**config.mk**
```make
export PLATFORM = sky130hd
export DESIGN_NAME = mc_recon
export DESIGN_NICKNAME = d
export VERILOG_FILES = /design/src/rtl/mc_pkg.sv /design/src/rtl/mc_addr_gen.sv /design/src/rtl/mc_sat_add.sv /design/src/rtl/mc_recon.sv
export SDC_FILE = /design/constraint.sdc
export NUM_CORES = 1
export LEC_CHECK = 0
export BUFFER_PORTS_ARGS = -buffer_cell sky130_fd_sc_hd__buf_2
export CAP_MARGIN = 20
export CORE_MARGIN = 2
export CORE_UTILIZATION = 37
export CTS_CLUSTER_DIAMETER = 200
export DETAILED_ROUTE_END_ITERATION = 16
export HOLD_SLACK_MARGIN = 0.02
export PLACE_DENSITY = 0.59
export SLEW_MARGIN = 25
export SYNTH_ARGS = -nofsm -noshare
export SYNTH_HDL_FRONTEND = slang
export SYNTH_SLANG_ARGS = --single-unit
```
**constraint.sdc**
```tcl
create_clock -name clk -period 8.5 [get_ports clk]
set_input_delay 2.125 -clock clk [delete_from_list [all_inputs] [get_ports clk]]
set_output_delay 2.125 -clock clk [all_outputs]
set_load 0.01 [all_outputs]
```
**src/rtl/mc_pkg.sv**
```systemverilog
package mc_pkg;
  typedef enum logic {
    ST_IDLE = 1'b0,
    ST_RUN  = 1'b1
  } mc_state_t;
endpackage

```
**src/rtl/mc_addr_gen.sv**
```systemverilog
module mc_addr_gen #(
  parameter int W       = 176,
  parameter int H       = 144,
  parameter int LOG_BLK = 3,
  parameter int BX_W    = 5,
  parameter int BY_W    = 5,
  parameter int MV_W    = 5,
  parameter int ADDR_W  = 15,
  localparam int IDX_W  = 2 * LOG_BLK
) (
  input  logic [BX_W-1:0]         blk_x,
  input  logic [BY_W-1:0]         blk_y,
  input  logic signed [MV_W-1:0]  mv_x,
  input  logic signed [MV_W-1:0]  mv_y,
  input  logic                    pred,
  input  logic [IDX_W-1:0]        idx,
  output logic [ADDR_W-1:0]       rd_addr,
  output logic [ADDR_W-1:0]       wr_addr
);
  localparam int CW = $clog2((W > H) ? W : H) + 2;
  localparam logic signed [CW-1:0] XMAX = CW'(W - 1);
  localparam logic signed [CW-1:0] YMAX = CW'(H - 1);

  logic [LOG_BLK-1:0] col, row;
  logic signed [CW-1:0] px, py, dx, dy, rx, ry, cx, cy;

  assign col = idx[LOG_BLK-1:0];
  assign row = idx[IDX_W-1:LOG_BLK];

  always_comb begin
    px = signed'({{(CW-BX_W-LOG_BLK){1'b0}}, blk_x, col});
    py = signed'({{(CW-BY_W-LOG_BLK){1'b0}}, blk_y, row});
    dx = pred ? {{(CW-MV_W){mv_x[MV_W-1]}}, mv_x} : '0;
    dy = pred ? {{(CW-MV_W){mv_y[MV_W-1]}}, mv_y} : '0;
    rx = px + dx;
    ry = py + dy;
    if (rx < 0)          cx = '0;
    else if (rx > XMAX)  cx = XMAX;
    else                 cx = rx;
    if (ry < 0)          cy = '0;
    else if (ry > YMAX)  cy = YMAX;
    else                 cy = ry;
    rd_addr = ADDR_W'(cy) * ADDR_W'(W) + ADDR_W'(cx);
    wr_addr = ADDR_W'(py) * ADDR_W'(W) + ADDR_W'(px);
  end
endmodule

```
**src/rtl/mc_sat_add.sv**
```systemverilog
module mc_sat_add #(
  parameter int PIX_W  = 8,
  parameter int RES_W  = 9,
  parameter int ADDR_W = 15
) (
  input  logic                     clk,
  input  logic                     rst,
  input  logic                     in_valid,
  input  logic                     in_pred,
  input  logic signed [RES_W-1:0]  in_res,
  input  logic [PIX_W-1:0]         in_ref,
  input  logic [ADDR_W-1:0]        in_addr,
  output logic                     out_valid,
  output logic [PIX_W-1:0]         out_pix,
  output logic [ADDR_W-1:0]        out_addr
);
  localparam int SW = ((RES_W > PIX_W + 1) ? RES_W : PIX_W + 1) + 1;
  localparam logic signed [SW-1:0] PMAX = SW'((1 << PIX_W) - 1);

  logic signed [SW-1:0] ref_e, res_e, sum;

  always_comb begin
    ref_e = in_pred ? signed'({{(SW-PIX_W){1'b0}}, in_ref}) : '0;
    res_e = {{(SW-RES_W){in_res[RES_W-1]}}, in_res};
    sum   = ref_e + res_e;
  end

  always_ff @(posedge clk) begin
    if (rst) begin
      out_valid <= 1'b0;
      out_pix   <= '0;
      out_addr  <= '0;
    end else begin
      out_valid <= in_valid;
      out_addr  <= in_addr;
      if (sum < 0)         out_pix <= '0;
      else if (sum > PMAX) out_pix <= '1;
      else                 out_pix <= sum[PIX_W-1:0];
    end
  end

  AST_SAT_LOW: assert property (@(posedge clk) disable iff (rst)
    (in_valid && sum < 0) |=> (out_pix == '0));
  AST_SAT_HIGH: assert property (@(posedge clk) disable iff (rst)
    (in_valid && sum > PMAX) |=> (out_pix == '1));
endmodule

```
**src/rtl/mc_recon.sv**
```systemverilog
module mc_recon
  import mc_pkg::*;
#(
  parameter int FRAME_W = 176,
  parameter int FRAME_H = 144,
  parameter int BLK     = 8,
  parameter int PIX_W   = 8,
  parameter int RES_W   = 9,
  parameter int MV_W    = 5,
  localparam int LOG_BLK = $clog2(BLK),
  localparam int IDX_W   = 2 * LOG_BLK,
  localparam int BX_W    = $clog2(FRAME_W / BLK),
  localparam int BY_W    = $clog2(FRAME_H / BLK),
  localparam int ADDR_W  = $clog2(FRAME_W * FRAME_H)
) (
  input  logic                     clk,
  input  logic                     rst,
  input  logic                     cmd_valid,
  output logic                     cmd_ready,
  input  logic                     cmd_pred,
  input  logic [BX_W-1:0]          cmd_blk_x,
  input  logic [BY_W-1:0]          cmd_blk_y,
  input  logic signed [MV_W-1:0]   cmd_mv_x,
  input  logic signed [MV_W-1:0]   cmd_mv_y,
  input  logic                     frame_done,
  input  logic                     res_valid,
  output logic                     res_ready,
  input  logic signed [RES_W-1:0]  res_data,
  output logic                     pix_valid,
  output logic [PIX_W-1:0]         pix_data,
  output logic [ADDR_W-1:0]        mem0_addr,
  output logic                     mem0_we,
  output logic [PIX_W-1:0]         mem0_wdata,
  input  logic [PIX_W-1:0]         mem0_rdata,
  output logic [ADDR_W-1:0]        mem1_addr,
  output logic                     mem1_we,
  output logic [PIX_W-1:0]         mem1_wdata,
  input  logic [PIX_W-1:0]         mem1_rdata
);
  localparam logic [IDX_W-1:0] LAST_IDX = '1;

  mc_state_t               st;
  logic                    cur_sel;   // store being written: 0 or 1
  logic [BX_W-1:0]         bx_q;
  logic [BY_W-1:0]         by_q;
  logic signed [MV_W-1:0]  mvx_q, mvy_q;
  logic                    pred_q;
  logic [IDX_W-1:0]        idx;
  logic                    s1_valid, s1_pred;
  logic signed [RES_W-1:0] s1_res;
  logic [ADDR_W-1:0]       s1_waddr;
  logic [ADDR_W-1:0]       rd_addr, wr_addr, wq_addr;
  logic [PIX_W-1:0]        ref_pix;
  logic                    accept, pipe_busy, swap_ok;

  assign cmd_ready = (st == ST_IDLE);
  assign res_ready = (st == ST_RUN);
  assign accept    = res_valid && res_ready;
  assign pipe_busy = (st != ST_IDLE) || s1_valid || pix_valid;
  assign swap_ok   = frame_done && !pipe_busy;

  always_ff @(posedge clk) begin
    if (rst) begin
      st       <= ST_IDLE;
      cur_sel  <= 1'b0;
      bx_q     <= '0;
      by_q     <= '0;
      mvx_q    <= '0;
      mvy_q    <= '0;
      pred_q   <= 1'b0;
      idx      <= '0;
      s1_valid <= 1'b0;
      s1_pred  <= 1'b0;
      s1_res   <= '0;
      s1_waddr <= '0;
    end else begin
      if (swap_ok) cur_sel <= ~cur_sel;
      case (st)
        ST_IDLE: if (cmd_valid) begin
          bx_q   <= cmd_blk_x;
          by_q   <= cmd_blk_y;
          mvx_q  <= cmd_mv_x;
          mvy_q  <= cmd_mv_y;
          pred_q <= cmd_pred;
          idx    <= '0;
          st     <= ST_RUN;
        end
        ST_RUN: if (accept) begin
          idx <= idx + 1'b1;
          if (idx == LAST_IDX) st <= ST_IDLE;
        end
        default: st <= ST_IDLE;
      endcase
      s1_valid <= accept;
      if (accept) begin
        s1_res   <= res_data;
        s1_waddr <= wr_addr;
        s1_pred  <= pred_q;
      end
    end
  end

  mc_addr_gen #(
    .W(FRAME_W), .H(FRAME_H), .LOG_BLK(LOG_BLK), .BX_W(BX_W), .BY_W(BY_W),
    .MV_W(MV_W), .ADDR_W(ADDR_W)
  ) u_addr (
    .blk_x(bx_q), .blk_y(by_q), .mv_x(mvx_q), .mv_y(mvy_q), .pred(pred_q),
    .idx(idx), .rd_addr(rd_addr), .wr_addr(wr_addr)
  );

  // reference store is the one not being written
  assign ref_pix = cur_sel ? mem0_rdata : mem1_rdata;

  mc_sat_add #(.PIX_W(PIX_W), .RES_W(RES_W), .ADDR_W(ADDR_W)) u_sat (
    .clk(clk), .rst(rst), .in_valid(s1_valid), .in_pred(s1_pred),
    .in_res(s1_res), .in_ref(ref_pix), .in_addr(s1_waddr),
    .out_valid(pix_valid), .out_pix(pix_data), .out_addr(wq_addr)
  );

  assign mem0_addr  = cur_sel ? rd_addr : wq_addr;
  assign mem0_we    = !cur_sel && pix_valid;
  assign mem0_wdata = pix_data;
  assign mem1_addr  = cur_sel ? wq_addr : rd_addr;
  assign mem1_we    = cur_sel && pix_valid;
  assign mem1_wdata = pix_data;

  AST_ONE_BANK_WR: assert property (@(posedge clk) disable iff (rst)
    !(mem0_we && mem1_we));
  AST_SWAP_IDLE: assert property (@(posedge clk) disable iff (rst)
    (cur_sel != $past(cur_sel)) |-> $past(frame_done && st == ST_IDLE && !s1_valid && !pix_valid));
  AST_READY_DROPS: assert property (@(posedge clk) disable iff (rst)
    (accept && idx == LAST_IDX) |=> !res_ready);
  AST_PIX_LATENCY: assert property (@(posedge clk) disable iff (rst)
    pix_valid |-> $past(res_valid && res_ready, 2));
  AST_CMD_HOLD: assert property (@(posedge clk) disable iff (rst)
    (st == ST_RUN && $past(st == ST_RUN)) |-> ($stable(mvx_q) && $stable(bx_q) && $stable(pred_q)));
endmodule

```
# Word-level counts from Yosys, hierarchy flattened
# Cells that the tools add are included.
dict set report word_totals {
  rom_bits 0
  latchBits 0
  register_bits 79
  input_bits 51
  ram_bits 0
  wordCells 63
  n_memories 0
  output_inout_bits 59
}
dict set report classes {
  order_cmp 6
  n_div 0
  add_sub_neg 6
  muxes 18
  shifts 0
  multipliers 2
  reduce_logical 11
  n_eq_ne 3
  bitwise 2
}
# cell n
set ops {}
lappend ops {{10-bit 2-to-1 mux} 6}
lappend ops {{10-bit by 9-bit > comparator with 1-bit output (second input constant)} 3}
lappend ops {{10-bit by 1-bit less-than comparator with 1-bit output (second input constant)} 3}
lappend ops {{15-bit 2-to-1 mux} 2}
lappend ops {{8-bit 2-to-1 mux} 3}
lappend ops {{9-bit by 10-bit adder with 10-bit output} 2}
lappend ops {{15-bit by 10-bit adder with 15-bit output} 1}
lappend ops {{15-bit by 9-bit adder with 15-bit output} 1}
lappend ops {{6-bit 2-to-1 mux} 2}
lappend ops {{6-bit one-hot mux with 2 select lines} 1}
lappend ops {{10-bit by 5-bit multiplier with 11-bit output (second input constant)} 1}
lappend ops {{8-bit by 4-bit multiplier with 11-bit output (second input constant)} 1}
lappend ops {{9-bit by 9-bit adder with 10-bit output} 1}
lappend ops {{6-bit by 1-bit adder with 6-bit output (second input constant)} 1}
lappend ops {{6-bit equality test (second input constant)} 1}
lappend ops {{1-bit logical AND} 4}
lappend ops {{2-bit AND reduction} 2}
lappend ops {{1-bit 2-to-1 mux} 3}
lappend ops {{1-bit logical NOT} 2}
lappend ops {{1-bit logical OR} 2}
lappend ops {{2-bit by 1-bit != test with 1-bit output (second input constant)} 1}
lappend ops {{2-bit != test (second input constant)} 1}
lappend ops {{1-bit NOT} 2}
lappend ops {{1-bit one-hot mux with 2 select lines} 1}
lappend ops {{2-bit OR reduction} 1}

# Longest topological paths before layout
# Gate-level depths: netlist of the first run.
dict set report logic_depth {
  word_depth 8
  mapped_depth 27
  ltp_nobuf 26
}

# By module
# Synthesis of the first run repeated with hierarchy kept, for this count alone.
dict set report hier_totals {
  cells_unflattened 785
  area_unflattened_um2 6562.5
}
# mod n_inst cells_each seq_area_each_um2 area_each_um2
set modules_own_cells {}
lappend modules_own_cells {mc_addr_gen 1 367 0.0 2824.0}
lappend modules_own_cells {mc_recon 1 305 1101.1 2602.5}
lappend modules_own_cells {mc_sat_add 1 113 480.5 1136.1}

# Worst setup path before layout of the first run
# OpenSTA, ideal clock, no wires.
dict set report synth_path {
  path_kind {register to output}
  start {register pred_q}
  end {output port mem0_addr[14]}
  t_required_ps 6375
  path_buffers 1
  t_arrival_ps 5338
  stages_incl_launch_ff 28
  path_slack_ps 1037
  cell_sequence {dfxtp_1 > clkbuf_1 > and2_1 > ha_1 > fa_1 > a21o_1 > a21oi_2 > xnor2_1 > nand2b_1 > o211ai_1 > a21oi_1 > o21ai_2 > o21a_1 > ha_1 > inv_1 > fa_1 > inv_1 > ha_1 > xnor2_1 > ha_1 > o21a_1 > a21oi_1 > nor3_2 > nand3b_4 > nor4b_4 > xnor2_1 > xnor2_1 > mux2_2}
}
dict set report synth_between {
  elab_chain_len 8
  word_cells_on_any_way 15
  cone_classes {add/sub (3); mul (1); order compare (4); mux (7)}
}
# element line_no
set synth_rtl {}
lappend synth_rtl {{start, declared} mc_recon.sv:47} ;# logic pred_q;
lappend synth_rtl {{start signal, assigned} mc_recon.sv:84} ;# pred_q <= cmd_pred;
lappend synth_rtl {{10-bit 2-to-1 mux} mc_addr_gen.sv:34} ;# dy = pred ? {{(CW-MV_W){mv_y[MV_W-1]}}, mv_y} : '0;
lappend synth_rtl {{9-bit by 10-bit adder with 10-bit output} mc_addr_gen.sv:36} ;# ry = py + dy;
lappend synth_rtl {{10-bit by 9-bit > comparator with 1-bit output} mc_addr_gen.sv:41} ;# else if (ry > YMAX) cy = YMAX;
lappend synth_rtl {{10-bit 2-to-1 mux} mc_addr_gen.sv:41}
lappend synth_rtl {{10-bit 2-to-1 mux} mc_addr_gen.sv:40} ;# if (ry < 0) cy = '0;
lappend synth_rtl {{10-bit by 5-bit multiplier with 11-bit output} mc_addr_gen.sv:43} ;# rd_addr = ADDR_W'(cy) * ADDR_W'(W) + ADDR_W'(cx);
lappend synth_rtl {{15-bit by 10-bit adder with 15-bit output *} mc_addr_gen.sv:43}
lappend synth_rtl {{15-bit 2-to-1 mux *} mc_recon.sv:120} ;# assign mem0_addr = cur_sel ? rd_addr : wq_addr;
lappend synth_rtl {{end, declared} mc_recon.sv:31} ;# output logic [ADDR_W-1:0] mem0_addr,
# Every way passes the cells marked *; elsewhere a longest branch is shown, timed or not.

# Final worst setup path of the first run
# Ends and elaborated chain as after synthesis.

==> results of run 1 <==
[layout make-up]
cell class / count / area (sq um) / share of cell area [%]
Clock inverter: 4 / 52.6 / 0.720
Inverter: 69 / 259 / 3.55
Sequential cell: 79 / 1590 / 21.7
Multi-Input combinational cell: 570 / 4290 / 58.8
Tap cell: 220 / 275 / 3.77
Clock buffer: 12 / 246 / 3.38
Timing Repair Buffer: 115 / 591 / 8.09
[per-stage QoR]
| stage | hold WS, ns | cell area (sq um) | utilization, % | TNS [ns] | setup WS, ns |
|---|---|---|---|---|---|
| after floorplan | 0.427 | 6320 | - | 0 | 1.04 |
| after global placement | 0.438 | 6950 | 41.7 | 0 | 0.688 |
| after detailed placement | 0.444 | 6950 | 41.7 | 0 | 0.572 |
| after CTS | 0.452 | 7240 | 43.5 | 0 | 0.173 |
| after global routing | 0.467 | 7300 | 43.9 | -0.0466 | -0.0292 |
| final | 0.450 | 7300 | 43.9 | 0 | 0.382 |
[worst min-delay path: cells and delay by family (launching register included)]
family	cells	cell delay, ns
compound gates	1	0.05
flops	1	0.30
simple gates	1	0.05
[synth_stat cells (all sizes together) (2+ instances only)]
library cell  count  area share [%]
nand2           100             5.9
dfxtp            79              25
ha               69              14
inv              69             4.1
a21oi            62             5.0
nor2             42             2.5
xnor2            38             5.3
nor2b            34             3.4
clkbuf           22             1.3
o21a             22             2.6
buf              21             2.2
o21ai            21             1.8
fa               16             5.1
mux2             16             2.9
xor2             15             2.1
and2             14             1.4
mux2i            13             2.1
nor3             11            0.95
a21o             10             1.2
a211oi            9             1.3
nand2b            8            0.79
nand3             6            0.48
o22a              5            0.69
o22ai             5            0.50
a31oi             4            0.40
o31ai             4            0.48
a2bb2oi           3            0.42
nor4              3            0.30
nor4b             3            0.65
o211ai            3            0.36
a21boi            2            0.24
a22oi             2            0.24
and4              2            0.28
conb              2            0.12
nor3b             2            0.24
o21bai            2            0.24
o2bb2ai           2            0.38
o311ai            2            0.83
o31a              2            0.28
or2               2            0.24
[repair_timing]
item / in CTS / in global routing
buffers inserted: 0 / 2
gates resized for setup: 0 / 7
setup endpoints to repair: 0 / 6
[power by group through the flow]
stage | clock, W | combinational [W] | sequential (W)
2_1_floorplan | 0 | 0.000219 | 0.000405
3_3_place_gp | 0 | 0.000282 | 0.000420
3_5_place_dp | 0 | 0.000283 | 0.000421
4_1_cts | 0.000405 | 0.000286 | 0.000412
5_1_grt | 0.000422 | 0.000324 | 0.000416
6_report | 0.000396 | 0.000289 | 0.000412
[state kept, by name, indices dropped and copies added (netlist names)]
name             count
s1_waddr            15
u_sat.out_addr      15
s1_res               9
u_sat.out_pix        8
idx                  6
bx_q                 5
by_q                 5
mvx_q                5
mvy_q                5
cur_sel              1
pred_q               1
res_ready            1
s1_pred              1
s1_valid             1
u_sat.out_valid      1
[cell families after synthesis]
| logic type | count (synthesis) | synth area share (%) |
|---|---|---|
| XOR/XNOR | 53 | 7.35 |
| buffers and inverters | 112 | 7.63 |
| adder cells (fa/ha/maj) | 85 | 18.8 |
| AND/OR/NAND/NOR | 232 | 18.0 |
| flip-flops | 79 | 25.1 |
| AO/OA/AOI/OAI | 168 | 18.2 |
| other | 2 | 0.119 |
| multiplexers | 29 | 4.92 |
[worst min-delay path by stage]
stage | from | to | slack (ns) | cells past startpoint
floorplan | s1_waddr[7]$_SDFFE_PP0P_ | s1_waddr[7]$_SDFFE_PP0P_ | 0.43 | 2
global placement | s1_waddr[7]$_SDFFE_PP0P_ | s1_waddr[7]$_SDFFE_PP0P_ | 0.44 | 2
detailed placement | s1_waddr[8]$_SDFFE_PP0P_ | s1_waddr[8]$_SDFFE_PP0P_ | 0.44 | 2
CTS | mvy_q[0]$_SDFFE_PP0P_ | mvy_q[0]$_SDFFE_PP0P_ | 0.45 | 2
global route | mvx_q[0]$_SDFFE_PP0P_ | mvx_q[0]$_SDFFE_PP0P_ | 0.47 | 2
finish | mvx_q[0]$_SDFFE_PP0P_ | mvx_q[0]$_SDFFE_PP0P_ | 0.45 | 2
[layer usage]
layer | track usage, % | vias up | share of wire [%]
met5 | 0 | - | 0
met4 | 4.56 | 0 | 1.3
met3 | 2.82 | 12 | 3.6
met2 | 23.6 | 70 | 41
met1 | 24.6 | 2290 | 54
li1 | - | 2718 | -
==> results.cfg, run 1 <==
[outcome]
status = complete, no violations

[final_layout]
final.fill_count = 1724
finalNonFillerCells = 1069
drive_gt1_share_pct = 20.1
final_cell_mix = buf_2, nand2_1, dfxtp_1
area_delta_synth_final_pct = 15.7
layout_commonest_cell = buf_2
num_antenna_cells = 0
nNetsFinal = 980

[detailed_routing]
via_per_inst = 4.76
wl_mm = 14.3
antenna_left = 0
wl_per_cell_microns = 13.4
vias = 5090
drt_iter0_drc = 314
dr.pass1.iters = 4
drc_errors = 0

[global_routing]
grt_pass1_wl_mm = 23.5
grtUsageTotal_pct = 16.2
antenna_found_initial = 0
first_global_vias = 4679
grt_max_degree = 66
overflow = 0

[clock_network]
worstSkewPairLatency_ns = 0.34
cts_buffer_depth = 2
tritoncts = yes
cts_buffers = 9
cts_root_buf = clkbuf_16
cts_hold_buf = 0
path_clk_slew_ns = 0.06
h-tree-depth = 3
clkSinkCount = 79

[timing]
tightest_slew_ns = 0.825
drv_slew = 0
fin_crit_ns = 8.12
final-hold-violation-count = 0
timing.final.crit_share_pct = 95.5
setup_viol = 0
fin_worst_skew_ns = 0.00321
slew_headroom_pct = 44.9
max_freq_ghz = 0.123

[yosys]
avgSynthCellArea_sq_um = 8.31
ys_types = 66
synth_ff_type = dfxtp_1
ys_ff_latch = 79
synthesis.area_sq_um = 6310
yosysSeqAreaShare_pct = 25.1
synth_edf_count = 0
async_flop_share_pct = 0
synthCells = 760
yosysWarnings = 0

[worst_setup_path]
worstPathMaxFanout = 13
r2r_end = s1_waddr[13]$_SDFFE_PP0P_
cpMostUsedCell = ha_1
worstSetupStartpoint = pred_q$_SDFFE_PP0P_
critPathBufInv = 3
worst_path_largest_cell_delay_ns = 0.49
r2r-start = by_q[1]$_SDFFE_PP0P_
r2r_setup_slack_ns = 4.95
critPathKind = flip-flop to primary output
cp_num_cells = 27
crit_family = adder cells
endpoint = mem0_addr[14]
worstSetupEndpointType = primary output
crit_required_ns = 6.38
cp.arrival_ns = 5.99
crit_path_top_delay_cell = fa_1
crit_path_start_kind = flip-flop
reg2reg_depth = 12

[power]
clock_power_share_pct = 36.1
power_w = 0.00110
p_sw_share_pct = 31.0
seq_power_share_pct = 37.6
p_leak_nw = 3.53
power_switching_w = 0.000340
power_density_nw_per_um2 = 150
p_int_w = 0.000757
comb_power_share_pct = 26.3
peakVddDrop_mv = 0.0904

[die]
die_w_microns = 135
start_util_pct = 37.9
pin_count = 110
dieArea_sq_um = 18100
core_sq_um = 16600
rows = 47
die_h_microns = 135

[job]
cap_violations = 0

[placed_design]
placed_cells = 1051
place_hpwl_mm = 11.2
port_buffers = 109
place.gp.congestion = 0.794

[hold_path]
holdCritPathClass = flip-flop to flip-flop
(Power assumes the default switching activity.)
==> run 2: changes to the inputs <==
- ABC_AREA: unset -> 1
- PLACE_DENSITY: 0.59 -> 0.58
==> run 2 against run 1 <==
Synthesized cell count increased by 27%. Clock power about the same. Non-clock buffer count down 3. Area after synthesis is 2.1% higher. Clock skew grew 0.0066 ns. Sequential cell count unchanged. Cell area rose by 1.1%.
==> results.cfg, run 2 <==
[outcome]
status = complete, no violations

[worst_setup_path]
worstPathMaxFanout = 14
critPathBufInv = 6
crit_required_ns = 6.38
cp.arrival_ns = 5.24
reg2reg_depth = 16
crit_path_start_kind = flip-flop
cpMostUsedCell = nand2_1
r2r_end = s1_waddr[12]$_SDFFE_PP0P_
critPathKind = flip-flop to primary output
r2r-start = idx[4]$_SDFFE_PP0P_
worstSetupEndpointType = primary output
crit_family = adder cells
cp_num_cells = 35
worst_path_largest_cell_delay_ns = 0.52
crit_path_top_delay_cell = fa_1
r2r_setup_slack_ns = 5.47

[hold_path]
holdCritPathClass = flip-flop to flip-flop
worstHoldEndpoint = u_sat.out_addr[1]$_SDFF_PP0_
hold_path_depth = 2
worst_hold_startpoint = s1_waddr[1]$_SDFFE_PP0P_

[yosys]
async_flop_share_pct = 0
synth_edf_count = 0
ys_types = 38
avgSynthCellArea_sq_um = 6.69
yosysSeqAreaShare_pct = 24.5
netlist_top_cells_count = nand2_1, inv_1, nor2_1
synthCells = 963
synth_top_area_share_pct = 24.5
yosysWarnings = 0
synth_most_common_cell = nand2_1
synthesis.area_sq_um = 6440
yosys.area.top_type = dfxtp_1
ys_ff_latch = 79
synth_area_leaders = dfxtp_1, ha_1, nand2_1
synth_ff_type = dfxtp_1

[die]
dieArea_sq_um = 18500
die_w_microns = 136
pin_count = 110
die_h_microns = 136
start_util_pct = 37.5
rows = 48
core_sq_um = 17200

[timing]
finalSetupTns_ns = 0
timing.final.crit_share_pct = 86.6
rsz0062_at_grt = no
tightest_slew_ns = 0.849
final-hold-violation-count = 0
setup_viol = 0
slew_headroom_pct = 43.3
fin_worst_skew_ns = 0.00977
drv_slew = 0
whs_ns = 0.409
max_freq_ghz = 0.136
fin_crit_ns = 7.36

[clock_network]
cts_root_buf = clkbuf_16
h-tree-depth = 3
clkSinkCount = 79
path_clk_slew_ns = 0.07
worstSkewPairLatency_ns = 0.35
post-cts-setup-buffer-count = 0
cts_resized = 0
cts_hold_buf = 0
tritoncts = yes
cts_buffers = 9
cts_buffer_depth = 2

[global_routing]
overflow = 0
grt_pass1_wl_mm = 25.8
antenna_found_initial = 0
grtUsageTotal_pct = 17.7
grt_max_degree = 41
first_global_vias = 5353

[final_layout]
drive_gt1_share_pct = 14.7
num_antenna_cells = 0
final.fill_count = 1881
layout_commonest_cell = nand2_1
final_cell_mix = nand2_1, inv_1, nor2_1
reg_top3 = s1_waddr (15), u_sat.out_addr (15), s1_res (9)
register_area_sq_um = 1580
area_delta_synth_final_pct = 14.6
multi_input_area_sq_um = 3990
fin_area_sq_um = 7390
nNetsFinal = 1182

[detailed_routing]
drt_iter0_drc = 206
dr.pass1.iters = 4
vias = 5914
antenna_left = 0
via_per_inst = 4.63
wl_mm = 16.0
wl_per_cell_microns = 12.6
drc_errors = 0

[placed_design]
dpl_cell_area_sq_um = 7080
place_hpwl_mm = 13.1
port_buffers = 109
place.gp.congestion = 0.871

[job]
cap_violations = 0

[power]
peakVddDrop_mv = 0.112
power_density_nw_per_um2 = 189
power_w = 0.00139
p_leak_nw = 4.19
run 2: changes by cell type after synthesis, sizes merged, moves of 14 or more:
cell	change
xnor2	-19
inv	+104
mux2	-16
a21oi	-16
o21a	-22
nor2b	-34
nor2	+85
nand2	+89
o21ai	+57
and2	-14
nand3	+54
run 2: per-stage QoR:
stage | std cells | worst slack (ns) | util, %
after detailed placement | 1260 | 1.43 | 41.2
after CTS | 1276 | 1.06 | 43.0
final | 1276 | 1.14 | 43.0
after global placement | 1260 | 1.55 | 41.2
after floorplan | 964 | 1.83 | -
after global routing | 1276 | 0.510 | 43.0
run 2: metal layers:
metal	wire [microns]	vias to the layer above	GRT usage, %	part of all wire, %
li1	-	3188	-	-
met2	7450	71	30.0	46
met3	461	12	2.68	2.9
met1	7910	2643	23.5	49
met5	0	-	0	0
met4	206	0	4.92	1.3
run 2: worst max-delay path by stage:
stage / from / to
floorplan: pred_q$_SDFFE_PP0P_ / mem0_addr[14]
detailed placement: pred_q$_SDFFE_PP0P_ / mem1_addr[14]
finish: pred_q$_SDFFE_PP0P_ / mem1_addr[14]
global placement: pred_q$_SDFFE_PP0P_ / mem1_addr[14]
CTS: pred_q$_SDFFE_PP0P_ / mem1_addr[14]
global route: pred_q$_SDFFE_PP0P_ / mem1_addr[14]
run 2: cell type report:
class                   count  area share [%]
clock inverters             7            1.08
repair buffers            112            7.69
well taps                 225            3.81
flip-flops and latches     79            21.4
multi-input cells         669            54.1
inverters                 175            8.89
clock buffers               9            3.05
run 2: logic make-up (layout without fill, tap and decap cells):
group           count (synthesis)  count (layout)  synth area share (%)
simple gates                  399             399                  25.9
other cells                     2               3                 0.117
compound gates                144             144                  12.3
flops                          79              79                  24.5
buf+inv                       216             303                  13.6
fa+ha+maj                      85              85                  18.4
xor+xnor                       38              38                  5.16
run 2: power breakdown:
group          internal, W  switching [W]
combinational     0.000220       0.000364
clock             0.000231       0.000167
sequential        0.000394      0.0000172
run 2: worst register-to-register path: stages (launching register included):
cell	delay (ns)
dfxtp_1	0.42
ha_1	0.33
inv_1	0.05
fa_1	0.51
inv_1	0.05
ha_1	0.38
a21oi_2	0.18
nand2_1	0.10
xor2_1	0.18
nor2_1	0.14
nand2_1	0.08
nor2_2	0.14
nand2_1	0.08
xnor2_1	0.13
nand2_1	0.06
nand2_1	0.07
inv_1	0.03
==> run 3: changes to the inputs <==
- CORE_ASPECT_RATIO: unset -> 0.5
- CORE_MARGIN: 2 -> 5
==> run 3 against run 2 <==
Non-clock buffer count up 1. Register-to-register slack worse by 0.06 ns. Cell area hardly changed. Critical path depth unchanged. Via count rose by 0.78%. Sequential power about the same. First-iteration DRC count grew 48%. Utilization down 0.14 points.
==> results.cfg, run 3 (same netlist as run 2, synthesis figures left out) <==
[timing]
whs_ns = 0.413
rsz0062_at_grt = no
slew_headroom_pct = 36.6
final-hold-violation-count = 0
fin_worst_skew_ns = 0.0120
max_freq_ghz = 0.133
fin_crit_ns = 7.52
finalSetupTns_ns = 0
tightest_slew_ns = 0.947
drv_slew = 0
timing.final.crit_share_pct = 88.5
setup_viol = 0

[power]
power_switching_w = 0.000563
seq_power_share_pct = 29.6
p_int_w = 0.000828
comb_power_share_pct = 43.6
power_density_nw_per_um2 = 188
clock_power_share_pct = 26.8
p_leak_nw = 4.18
peakVddDrop_mv = 0.118
p_sw_share_pct = 40.5
power_w = 0.00139

[final_layout]
area_delta_synth_final_pct = 14.6
num_antenna_cells = 0
drive_gt1_share_pct = 14.6
finalNonFillerCells = 1286
final.fill_count = 1828
reg_top3 = s1_waddr (15), u_sat.out_addr (15), s1_res (9)
nNetsFinal = 1183
layout_commonest_cell = nand2_1
final_cell_mix = nand2_1, inv_1, nor2_1

[die]
core_sq_um = 17200
die_h_microns = 103
dieArea_sq_um = 20300
pin_count = 110
start_util_pct = 37.4
die_w_microns = 197
rows = 34

[worst_setup_path]
cpMostUsedCell = nand2_1
crit_required_ns = 6.38
cp.arrival_ns = 5.40
worst_path_largest_cell_delay_ns = 0.53
critPathBufInv = 6
critPathKind = flip-flop to primary output
worstSetupEndpointType = primary output
crit_family = adder cells
crit_path_top_delay_cell = fa_1
worstPathMaxFanout = 14
crit_path_start_kind = flip-flop

[clock_network]
post-cts-setup-buffer-count = 0
clkSinkCount = 79
cts_resized = 0
tritoncts = yes
cts_hold_buf = 0
h-tree-depth = 3
cts_root_buf = clkbuf_16
worstSkewPairLatency_ns = 0.34
path_clk_slew_ns = 0.07
cts_buffer_depth = 2
cts_buffers = 9

[global_routing]
overflow = 0
grt_max_degree = 41
grtUsageTotal_pct = 16.7
grt_pass1_wl_mm = 27.5
first_global_vias = 5525
antenna_found_initial = 0

[detailed_routing]
drt_iter0_drc = 304
wl_per_cell_microns = 13.1
antenna_left = 0
wl_mm = 16.9
via_per_inst = 4.63
vias = 5960
dr.pass1.iters = 5
drc_errors = 0

[outcome]
status = complete, no violations

[placed_design]
place_hpwl_mm = 13.8
place.gp.congestion = 0.847
port_buffers = 109
placed_cells = 1270

[hold_path]
holdCritPathClass = flip-flop to flip-flop

[job]
cap_violations = 0
run 3: cell type report:
| type | instances | area (sq um) | area share, % |
|---|---|---|---|
| inverters | 175 | 657 | 8.90 |
| clock inverters | 5 | 32.5 | 0.441 |
| flip-flops and latches | 79 | 1580 | 21.4 |
| repair buffers | 113 | 576 | 7.79 |
| well taps | 234 | 293 | 3.96 |
| clock buffers | 11 | 253 | 3.42 |
| multi-input cells | 669 | 3990 | 54.1 |
run 3: worst reg2reg max path, cell delays in order, from the launching register on:
cell     delay [ns]
dfxtp_1        0.41
ha_1           0.32
inv_1          0.05
fa_1           0.49
inv_1          0.04
ha_1           0.38
a21oi_2        0.19
nand2_1        0.11
xor2_1         0.19
nor2_1         0.13
nand2_1        0.08
nor2_2         0.15
nand2_1        0.08
xnor2_1        0.19
nand2_1        0.08
nand2_1        0.07
inv_1          0.04
run 3: power by group through the flow:
| stage | clock network [W] | registers (W) | logic, W |
|---|---|---|---|
| floorplan | 0 | 0.000415 | 0.000426 |
| global placement | 0 | 0.000419 | 0.000599 |
| detailed placement | 0 | 0.000420 | 0.000607 |
| CTS | 0.000382 | 0.000412 | 0.000609 |
| global route | 0.000395 | 0.000414 | 0.000694 |
| finish | 0.000373 | 0.000411 | 0.000606 |
run 3: per-stage QoR:
stage	utilization [%]	setup WS, ns	cell area, sq um
3_5_place_dp	41.2	1.35	7100
2_1_floorplan	-	1.83	6450
4_1_cts	42.8	0.977	7380
6_report	42.9	0.979	7380
5_1_grt	42.9	0.446	7380
3_3_place_gp	41.2	1.49	7100
run 3: metal layers:
metal	track usage [%]	part of all wire [%]	vias to the layer above
li1	-	-	3187
met1	24.5	54	2645
met2	26.0	40	122
met3	3.50	6.0	6
met4	2.88	0.34	0
met5	0	0	-
run 3: worst paths after layout:
path,from,end,slack (ns),cells past startpoint
setup reg to reg,idx[4]$_SDFFE_PP0P_,s1_waddr[12]$_SDFFE_PP0P_,5.41,16
hold reg to reg,s1_waddr[4]$_SDFFE_PP0P_,u_sat.out_addr[4]$_SDFF_PP0_,0.41,2
setup / recovery,pred_q$_SDFFE_PP0P_,mem0_addr[14],0.98,35
hold / removal,s1_waddr[4]$_SDFFE_PP0P_,u_sat.out_addr[4]$_SDFF_PP0_,0.41,2
